--- src/rtl/rxrt_pkg.sv ---
package rxrt_pkg;

    // One sampled pair of receive rails.
    typedef struct packed {
        logic pos;
        logic neg;
    } rail_pair_t;

    // Which recovered-clock transition captures the rails.
    typedef enum logic {
        EDGE_FALL = 1'b0,
        EDGE_RISE = 1'b1
    } cap_edge_e;

    // Source currently feeding the output clock.
    typedef enum logic {
        SRC_RECOVERED = 1'b0,
        SRC_FREERUN   = 1'b1
    } clk_src_e;

    localparam rail_pair_t RAILS_ZERO = '{pos: 1'b0, neg: 1'b0};

    // Apply output polarity to both rails together.
    function automatic rail_pair_t apply_polarity(input rail_pair_t r, input logic act_low);
        rail_pair_t o;
        o.pos = r.pos ^ act_low;
        o.neg = r.neg ^ act_low;
        return o;
    endfunction

    // Parked pair: both rails at the inactive level for this polarity.
    function automatic rail_pair_t parked_pair(input logic act_low);
        rail_pair_t o;
        o.pos = act_low;
        o.neg = act_low;
        return o;
    endfunction

    // True when the sampled clock moved in the selected direction.
    function automatic logic edge_hit(input cap_edge_e sel, input logic now_lvl, input logic prev_lvl);
        logic hit;
        if (sel == EDGE_RISE) begin
            hit = now_lvl & ~prev_lvl;
        end else begin
            hit = ~now_lvl & prev_lvl;
        end
        return hit;
    endfunction

endpackage

--- src/rtl/rxrt_capture.sv ---
module rxrt_capture
    import rxrt_pkg::*;
(
    input  logic       clk,
    input  logic       rst,
    input  cap_edge_e  edge_sel,
    input  logic       clk_lvl,
    input  rail_pair_t rails_in,
    output logic       clk_lvl_q,
    output rail_pair_t rails_q
);

    logic take;

    always_comb begin
        take = edge_hit(edge_sel, clk_lvl, clk_lvl_q);
    end

    always_ff @(posedge clk) begin
        if (rst) begin
            clk_lvl_q <= 1'b0;
            rails_q   <= RAILS_ZERO;
        end else begin
            clk_lvl_q <= clk_lvl;
            if (take) begin
                rails_q <= rails_in;
            end
        end
    end

endmodule

--- src/rtl/rxrt_freerun.sv ---
module rxrt_freerun #(
    parameter int unsigned FREE_HALF = 4
) (
    input  logic clk,
    input  logic rst,
    output logic fr_clk
);

    localparam int unsigned CNT_W = (FREE_HALF > 1) ? $clog2(FREE_HALF) : 1;
    localparam logic [CNT_W-1:0] CNT_LAST = CNT_W'(FREE_HALF - 1);

    logic [CNT_W-1:0] cnt_q;

    always_ff @(posedge clk) begin
        if (rst) begin
            cnt_q  <= '0;
            fr_clk <= 1'b0;
        end else if (cnt_q == CNT_LAST) begin
            cnt_q  <= '0;
            fr_clk <= ~fr_clk;
        end else begin
            cnt_q <= cnt_q + 1'b1;
        end
    end

endmodule

--- src/rtl/rxrt_clk_switch.sv ---
module rxrt_clk_switch
    import rxrt_pkg::*;
(
    input  logic     clk,
    input  logic     rst,
    input  logic     want_free,
    input  logic     rec_clk,
    input  logic     fr_clk,
    output clk_src_e src_q,
    output logic     clk_out
);

    logic both_low;

    always_comb begin
        both_low = ~rec_clk & ~fr_clk;
    end

    always_ff @(posedge clk) begin
        if (rst) begin
            src_q <= SRC_RECOVERED;
        end else if (both_low) begin
            src_q <= want_free ? SRC_FREERUN : SRC_RECOVERED;
        end
    end

    always_comb begin
        clk_out = (src_q == SRC_FREERUN) ? fr_clk : rec_clk;
    end

endmodule

--- src/rtl/rxrt_retime_gate.sv ---
module rxrt_retime_gate
    import rxrt_pkg::*;
#(
    parameter int unsigned FREE_HALF = 4
) (
    input  logic clk,
    input  logic rst,
    input  logic cfg_rise_edge,
    input  logic cfg_shutdown_en,
    input  logic cfg_act_low,
    input  logic dlos_alarm,
    input  logic rx_clk_in,
    input  logic rx_pos_in,
    input  logic rx_neg_in,
    output logic rx_pos_out,
    output logic rx_neg_out,
    output logic rx_clk_out
);

    rail_pair_t rails_in;
    rail_pair_t rails_q;
    rail_pair_t rails_drv;
    cap_edge_e  edge_sel;
    clk_src_e   src_q;
    logic       rec_clk_q;
    logic       fr_clk;
    logic       park_q;

    always_comb begin
        rails_in.pos = rx_pos_in;
        rails_in.neg = rx_neg_in;
        edge_sel     = cfg_rise_edge ? EDGE_RISE : EDGE_FALL;
    end

    rxrt_capture u_capture (
        .clk       (clk),
        .rst       (rst),
        .edge_sel  (edge_sel),
        .clk_lvl   (rx_clk_in),
        .rails_in  (rails_in),
        .clk_lvl_q (rec_clk_q),
        .rails_q   (rails_q)
    );

    // Shutdown request, registered so data and clock react from one cycle on.
    always_ff @(posedge clk) begin
        if (rst) begin
            park_q <= 1'b0;
        end else begin
            park_q <= cfg_shutdown_en & dlos_alarm;
        end
    end

    rxrt_freerun #(
        .FREE_HALF (FREE_HALF)
    ) u_freerun (
        .clk    (clk),
        .rst    (rst),
        .fr_clk (fr_clk)
    );

    rxrt_clk_switch u_switch (
        .clk       (clk),
        .rst       (rst),
        .want_free (park_q),
        .rec_clk   (rec_clk_q),
        .fr_clk    (fr_clk),
        .src_q     (src_q),
        .clk_out   (rx_clk_out)
    );

    always_comb begin
        rails_drv  = park_q ? parked_pair(cfg_act_low) : apply_polarity(rails_q, cfg_act_low);
        rx_pos_out = rails_drv.pos;
        rx_neg_out = rails_drv.neg;
    end

endmodule

--- config.mk ---
export PLATFORM = sky130hd
export DESIGN_NAME = rxrt_retime_gate
export DESIGN_NICKNAME = d
export VERILOG_FILES = /design/src/rtl/rxrt_pkg.sv /design/src/rtl/rxrt_capture.sv /design/src/rtl/rxrt_freerun.sv /design/src/rtl/rxrt_clk_switch.sv /design/src/rtl/rxrt_retime_gate.sv
export SDC_FILE = /design/constraint.sdc
export NUM_CORES = 1
export LEC_CHECK = 0
export BUFFER_PORTS_ARGS = -buffer_cell sky130_fd_sc_hd__buf_4
export CAP_MARGIN = 40
export CORE_AREA = 3 3 40 42
export CTS_BUF_LIST = sky130_fd_sc_hd__clkbuf_16
export DETAILED_ROUTE_END_ITERATION = 16
export DIE_AREA = 0 0 43 45
export MAX_ROUTING_LAYER = met4
export PLACE_DENSITY = 0.54
export SLEW_MARGIN = 0
export SYNTH_ARGS = -nofsm -noshare
export SYNTH_HDL_FRONTEND = slang
export SYNTH_SLANG_ARGS = --single-unit
export TNS_END_PERCENT = 50
--- constraint.sdc ---
create_clock -name clk -period 2.4 [get_ports clk]
set_clock_uncertainty 0.1 [all_clocks]
set_input_delay 0.48 -clock clk [delete_from_list [all_inputs] [get_ports clk]]
set_output_delay 0.48 -clock clk [all_outputs]
set_load 0.005 [all_outputs]
==> metrics.md, run 1 <==
| Metric | Value |
|---|---|
| Syn. warnings | 0 |
| GRT Total Usage | 0.07487 |
| Relative slew slack | 0.8868 |
| Vias in the first global route | 211 |
| Unrepaired setup endpoints after global routing | false |
| Crit Path Class | reg2out |
| Via-to-Cell Ratio | about 4.3 |
| Post-CTS Setup Repair Bufs | 0 |
| Max-slew violation count | 0 |
| Hold Crit Class | reg2reg |
| Clk sinks | 8 |
| Average routed wire per standard cell | 9.429 um |
| Placed Area | 444.2 um2 |
| Clock buffer depth | 2 |
| Met2 wire len | 250 um |
| Max Fclk | 625.8 MHz |
| DRT antenna net count | 0 |
| Area growth from synthesis to layout | 49.82% |
| Crit-path max cell delay | 0.33 ns |
| Crit start category | flip-flop |
| Setup TNS Final | 0 ns |
| Met1 WL | approximately 260 um |
| Syn Inst Count | 35 |
| Power Density | 910.5 mW/mm2 |
| Initial core utilization | 0.2697 |
| Met3 wire length | 54 um |
| Post-CTS Resized | 0 |
| Clk slew on worst S/H paths | 0.04 ns |
| Library cells used by synthesis | 16 |
| First-pass GRT wire length | around 920 um |
| Non-Filler Instances | 63 |
| Ant diodes | 0 |
| Drt first pass iters | 3 |
| Ports | 12 |
| Final Hold Vio Count | 0 |
| Crit path buf inv count | 1 |
| Critical Path Fanout Max | 2 |
| Initial antenna violation count | 0 |
| Slowest stage cell on the critical path | mux2_2 |
| Largest net degree at the start of global routing | 11 |
| Critical Path AT | 1.02 ns |
| Clock Root Buffer | clkbuf_16 |
| Floorplan row count | 13 |
| Total routed wirelength | 594 um |
| Final setup fails | 0 |
| Most frequent cells in the layout | 11 x buf_4, 8 x dfxtp_1, 6 x nand2b_1 |
| CP required | 1.82 ns |
| Max Cap Violations | 0 |
| Dpl cells | 60 |
| Delay-heaviest family, CP | multiplexers |
| FF+latch count, synth | 8 |
| Utilization after layout | 0.4041 |
| Nets@finish | 60 |
| CTS Hold Bufs | 0 |
| Most common cell after layout, fill and taps aside | buf_4 |
| Syn_nets | 45 |
| Post-route cell area | 519.2 um2 |
| Grt total ovfl | 0 |
| Clock latency on the worst-skew pair | roughly 0.23 ns |
| Run status | complete, no violations |
| Endpoint class of the critical path | output pin |
| Die Span X | 43 um |
| Leakage Power | 0.2238 nW |
| DRT iter0 DRCs | 3 |
| Netlist Area Pre-Place | 346.6 um2 |
| Die ar. | 0.001935 mm2 |
| Hpwl dp | 442 um |
| Min cycle time layout | 1.598 ns |
| Least-Margin Pin Slew | between 0.15 and 0.2 ns |
| FILL cells | 133 |
| Top routing layer in use | met4 |
| VDD IR-drop max | between 0.3 and 0.4 mV |
| Syn Area/Cell | 9.902 um2 |
| Die height | between 40 and 50 um |
| Drt drc | 0 |
| RD Place Congestion | 0.5782 |
| Htree depth | 1 |
| Post-synthesis sequential area ratio | 0.4621 |
| CTS tree | done |
| Critical-path cell list | mux2_2, buf_4 |
| Share of post-route cells with drive strength above 1 | 0.3542 |
| CTS Buf Count | 3 |
| Final Cycle Share | 0.6658 |
| Placeable Area | 0.001285 mm2 |
| PortBufs | 11 |
| Vias after detailed routing | 270 |
[stage by stage]
stage                     setup slack (ns)  hold WS [ns]  power (mW)
after floorplan                      1.181        0.2977      0.1751
after global placement              0.9577        0.3130      0.1966
after detailed placement            0.9481        0.3193      0.1970
after CTS                           0.7910        0.3262      0.4824
after global routing                0.7590        0.3487      0.4933
final                               0.8020        0.3261      0.4728
[worst paths after layout]
kind	startpoint	to	slack [ns]	cells after the start
max	u_switch.src_q	rx_clk_out	0.80	2
min	u_freerun.cnt_q[0]	u_freerun.cnt_q[0]	0.33	1
max reg2reg	u_capture.clk_lvl_q	u_capture.rails_q[1]	1.39	3
min reg2reg	u_freerun.cnt_q[0]	u_freerun.cnt_q[0]	0.33	1
[cells by family (layout without fill, tap and decap cells)]
group	count (synthesis)	count (layout)	share of synthesized area
AOI/OAI and AO/OA	3	3	0.05413
xor gates and xnor gates	3	3	0.07583
adders and majority gates	1	1	0.03610
buffers and inverters	1	14	0.01082
DFF	8	8	0.4621
muxes	3	3	0.09025
and+or+nand+nor	16	16	0.2708
[cells in the mapped netlist]
master,n,share of area
nor3b_2,1,0.036
a21oi_1,1,0.014
mux2i_1,2,0.058
mux2_2,1,0.032
nand2b_1,6,0.11
o21ai_0,1,0.014
dfxtp_1,8,0.46
a21oi_2,1,0.025
nor2_1,3,0.032
xnor2_1,3,0.076
ha_1,1,0.036
clkbuf_1,1,0.011
nor3_1,1,0.014
nor2b_1,2,0.036
nand2_1,2,0.022
nor3b_1,1,0.022
[registers in the layout, summed over array words and instances, names as in the netlist]
signal / cells
u_freerun.cnt_q: 2
u_capture.clk_lvl_q: 1
u_capture.rails_q: 2
u_switch.src_q: 1
park_q: 1
u_freerun.fr_clk: 1
[cell type report]
| cell class | instances | area, um2 | share of cell area |
|---|---|---|---|
| multi-input cells | 26 | 182.7 | 0.3518 |
| flip-flops and latches | 8 | 160.2 | 0.3084 |
| repair buffers | 11 | 82.58 | 0.1590 |
| clock buffers | 3 | 75.07 | 0.1446 |
| well taps | 15 | 18.77 | 0.03614 |
[routing by layer]
layer | up-vias | track usage
li1 | 141 | -
met1 | 114 | 0.08273
met3 | 4 | 0.02789
met4 | 0 | 0.1084
met2 | 11 | 0.08383
met5 | - | -
[where the power goes]
part,switching (mW),leakage (nW),internal [mW]
sequential,0.00567,0.0658,0.144
clock,0.0642,0.0370,0.215
combinational,0.0158,0.121,0.0288
total,0.0857,0.224,0.387
(Power assumes the default switching activity.)
==> run 2, diff against run 1 <==
Clock period 2.4 ns to 1.65 ns, I/O delays scaled along.
==> run 2 against run 1 <==
  * Via count is 1.5% higher
  * Power grew 44%
  * Final area unchanged
  * Combinational power up 47%
  * Non-clock buffer count unchanged
  * Clock-buffer cell count did not move
  * Critical path depth stayed put
  * Utilization unchanged
  * Final cell count did not move
  * Sequential power increased by 46%
  * Sequential share of layout area unchanged
  * Global-route usage is 0.61 points higher
==> metrics.md, run 2 (synthesis results as in run 1) <==
| Metric | Value |
|---|---|
| Total routed wirelength | 595 um (+0.17%) |
| Crit Path Class | reg2out |
| Crit start category | flip-flop |
| Ports | 12 (unchanged) |
| Die ar. | 0.001935 mm2 (unchanged) |
| CP required | 1.22 ns (-0.60 ns) |
| Initial core utilization | 0.2697 (unchanged) |
| Hold path startpoint | dlos_alarm |
| Clock Root Buffer | clkbuf_16 |
| Post-CTS Setup Repair Bufs | 0 (unchanged) |
| CTS tree | done |
| Final Cycle Share | 0.8673 |
| FF-to-FF Start | u_capture.clk_lvl_q |
| Initial antenna violation count | 0 (unchanged) |
| Vias after detailed routing | 274 (+1.5%) |
| Unrepaired setup endpoints after global routing | false |
| DRT antenna net count | 0 (unchanged) |
| Share of post-route cells with drive strength above 1 | 0.3542 (unchanged) |
| Die height | 45 um (unchanged) |
| Final Hold Vio Count | 0 (unchanged) |
| GRT Total Usage | 0.08096 (+0.006094) |
| Average routed wire per standard cell | 9.444 um (+0.17%) |
| Least-Margin Pin Slew | 0.1756 ns (+0.005708 ns) |
| Floorplan row count | 13 (unchanged) |
| Area growth from synthesis to layout | 49.82% (unchanged) |
| PortBufs | 11 (unchanged) |
| Htree depth | 1 (unchanged) |
| Post-CTS Resized | 0 (unchanged) |
| DRT iter0 DRCs | 3 (unchanged) |
| Clk sinks | 8 (unchanged) |
| First-pass GRT wire length | 1.041 mm (+13%) |
| Grt total ovfl | 0 (unchanged) |
| Power Density | 1314 mW/mm2 (+44%) |
| Drt drc | 0 (unchanged) |
| Die Span X | 43 um (unchanged) |
| Area occupied by multi-input gates | 182.7 um2 (unchanged) |
| CTS Hold Bufs | 0 (unchanged) |
| Min cycle time layout | 1.431 ns |
| Min Hold Slack | 0.2188 ns (-0.1072 ns) |
| Clock buffer depth | 2 (unchanged) |
| Via-to-Cell Ratio | 4.349 (+1.5%) |
| Endpoint class of the critical path | output pin |
| Nets@finish | 60 (unchanged) |
| CTS Buf Count | 3 (unchanged) |
| Worst Setup SP | u_switch.src_q |
| Relative slew slack | 0.8820 (-0.004705) |
| Critical Path Fanout Max | 2 (unchanged) |
| Max Cap Violations | 0 (unchanged) |
| Largest net degree at the start of global routing | 11 (unchanged) |
| Leakage Power | 0.2238 nW (unchanged) |
| RD Place Congestion | 0.5871 (+1.5%) |
| FILL cells | 125 (-6.0%) |
| Placeable Area | 0.001285 mm2 (unchanged) |
| Clock latency on the worst-skew pair | 0.23 ns (about the same) |
| Hold Crit Class | in2reg |
| Setup TNS Final | 0 ns (unchanged) |
| Most common cell after layout, fill and taps aside | buf_4 |
| Most frequent cells in the layout | 11 x buf_4, 8 x dfxtp_1, 6 x nand2b_1 |
| VDD IR-drop max | 0.6426 mV (+62%) |
| Max-slew violation count | 0 (unchanged) |
| Vias in the first global route | 240 (+14%) |
| Ant diodes | 0 (unchanged) |
| Drt first pass iters | 2 (-1) |
| Final setup fails | 0 (unchanged) |
| Clk slew on worst S/H paths | 0.04 ns (about the same) |
| Max Fclk | 698.8 MHz |
| Run status | complete, no violations |
| Hpwl dp | 428.7 um (-3.0%) |
| Critical Path AT | 1.00 ns (-0.02 ns) |
| Register area | 160.2 um2 (unchanged) |
| Top Registers | u_capture.rails_q: 2 flops, u_freerun.cnt_q: 2 flops |
-- run 2: cell counts in the layout (fill, tap and decap cells not counted) --
No cell type changed its count.
-- run 2: path summary, 6_finish.rpt --
kind | to | slack (ns) | cells after the start
setup / recovery | rx_clk_out | 0.22 | 2
hold / removal | park_q | 0.22 | 3
setup reg to reg | u_capture.rails_q[1] | 0.60 | 3
hold reg to reg | u_freerun.cnt_q[0] | 0.34 | 1
-- run 2: critical path: stages (launching register included) --
cell and delay [ns]:
dfxtp_1 0.32, mux2_2 0.32, buf_4 0.13
-- run 2: routing by layer --
metal,GRT usage,share of wire,wire (um),up-vias
met2,0.1138,0.47,278,10
met3,0.06375,0.12,74,0
li1,-,-,-,142
met1,0.07561,0.41,242,122
met5,-,0,0,-
met4,0.05422,0,0,0
-- run 2: power breakdown --
part | internal [mW] | switching, mW
clock network | 0.312 | 0.0880
registers | 0.209 | 0.00849
logic | 0.0418 | 0.0235
total | 0.563 | 0.120
-- run 2: area by class of cell --
type	count	share of cell area
tap	15	0.03614
clock buffer	3	0.1446
timing repair buffer	11	0.1590
multi-input combinational	26	0.3518
sequential	8	0.3084
-- run 2: per-stage QoR --
stage	utilization	area (um2)	total power, mW	std cells	setup WS, ns
final	0.4041	519.2	0.6825	63	0.2190
after global routing	0.4041	519.2	0.7163	63	0.1862
after CTS	0.4041	519.2	0.6948	63	0.2109
after detailed placement	0.3457	444.2	0.2862	60	0.4576
after global placement	0.3457	444.2	0.2855	60	0.4618
after floorplan	-	346.6	0.2547	35	0.5854
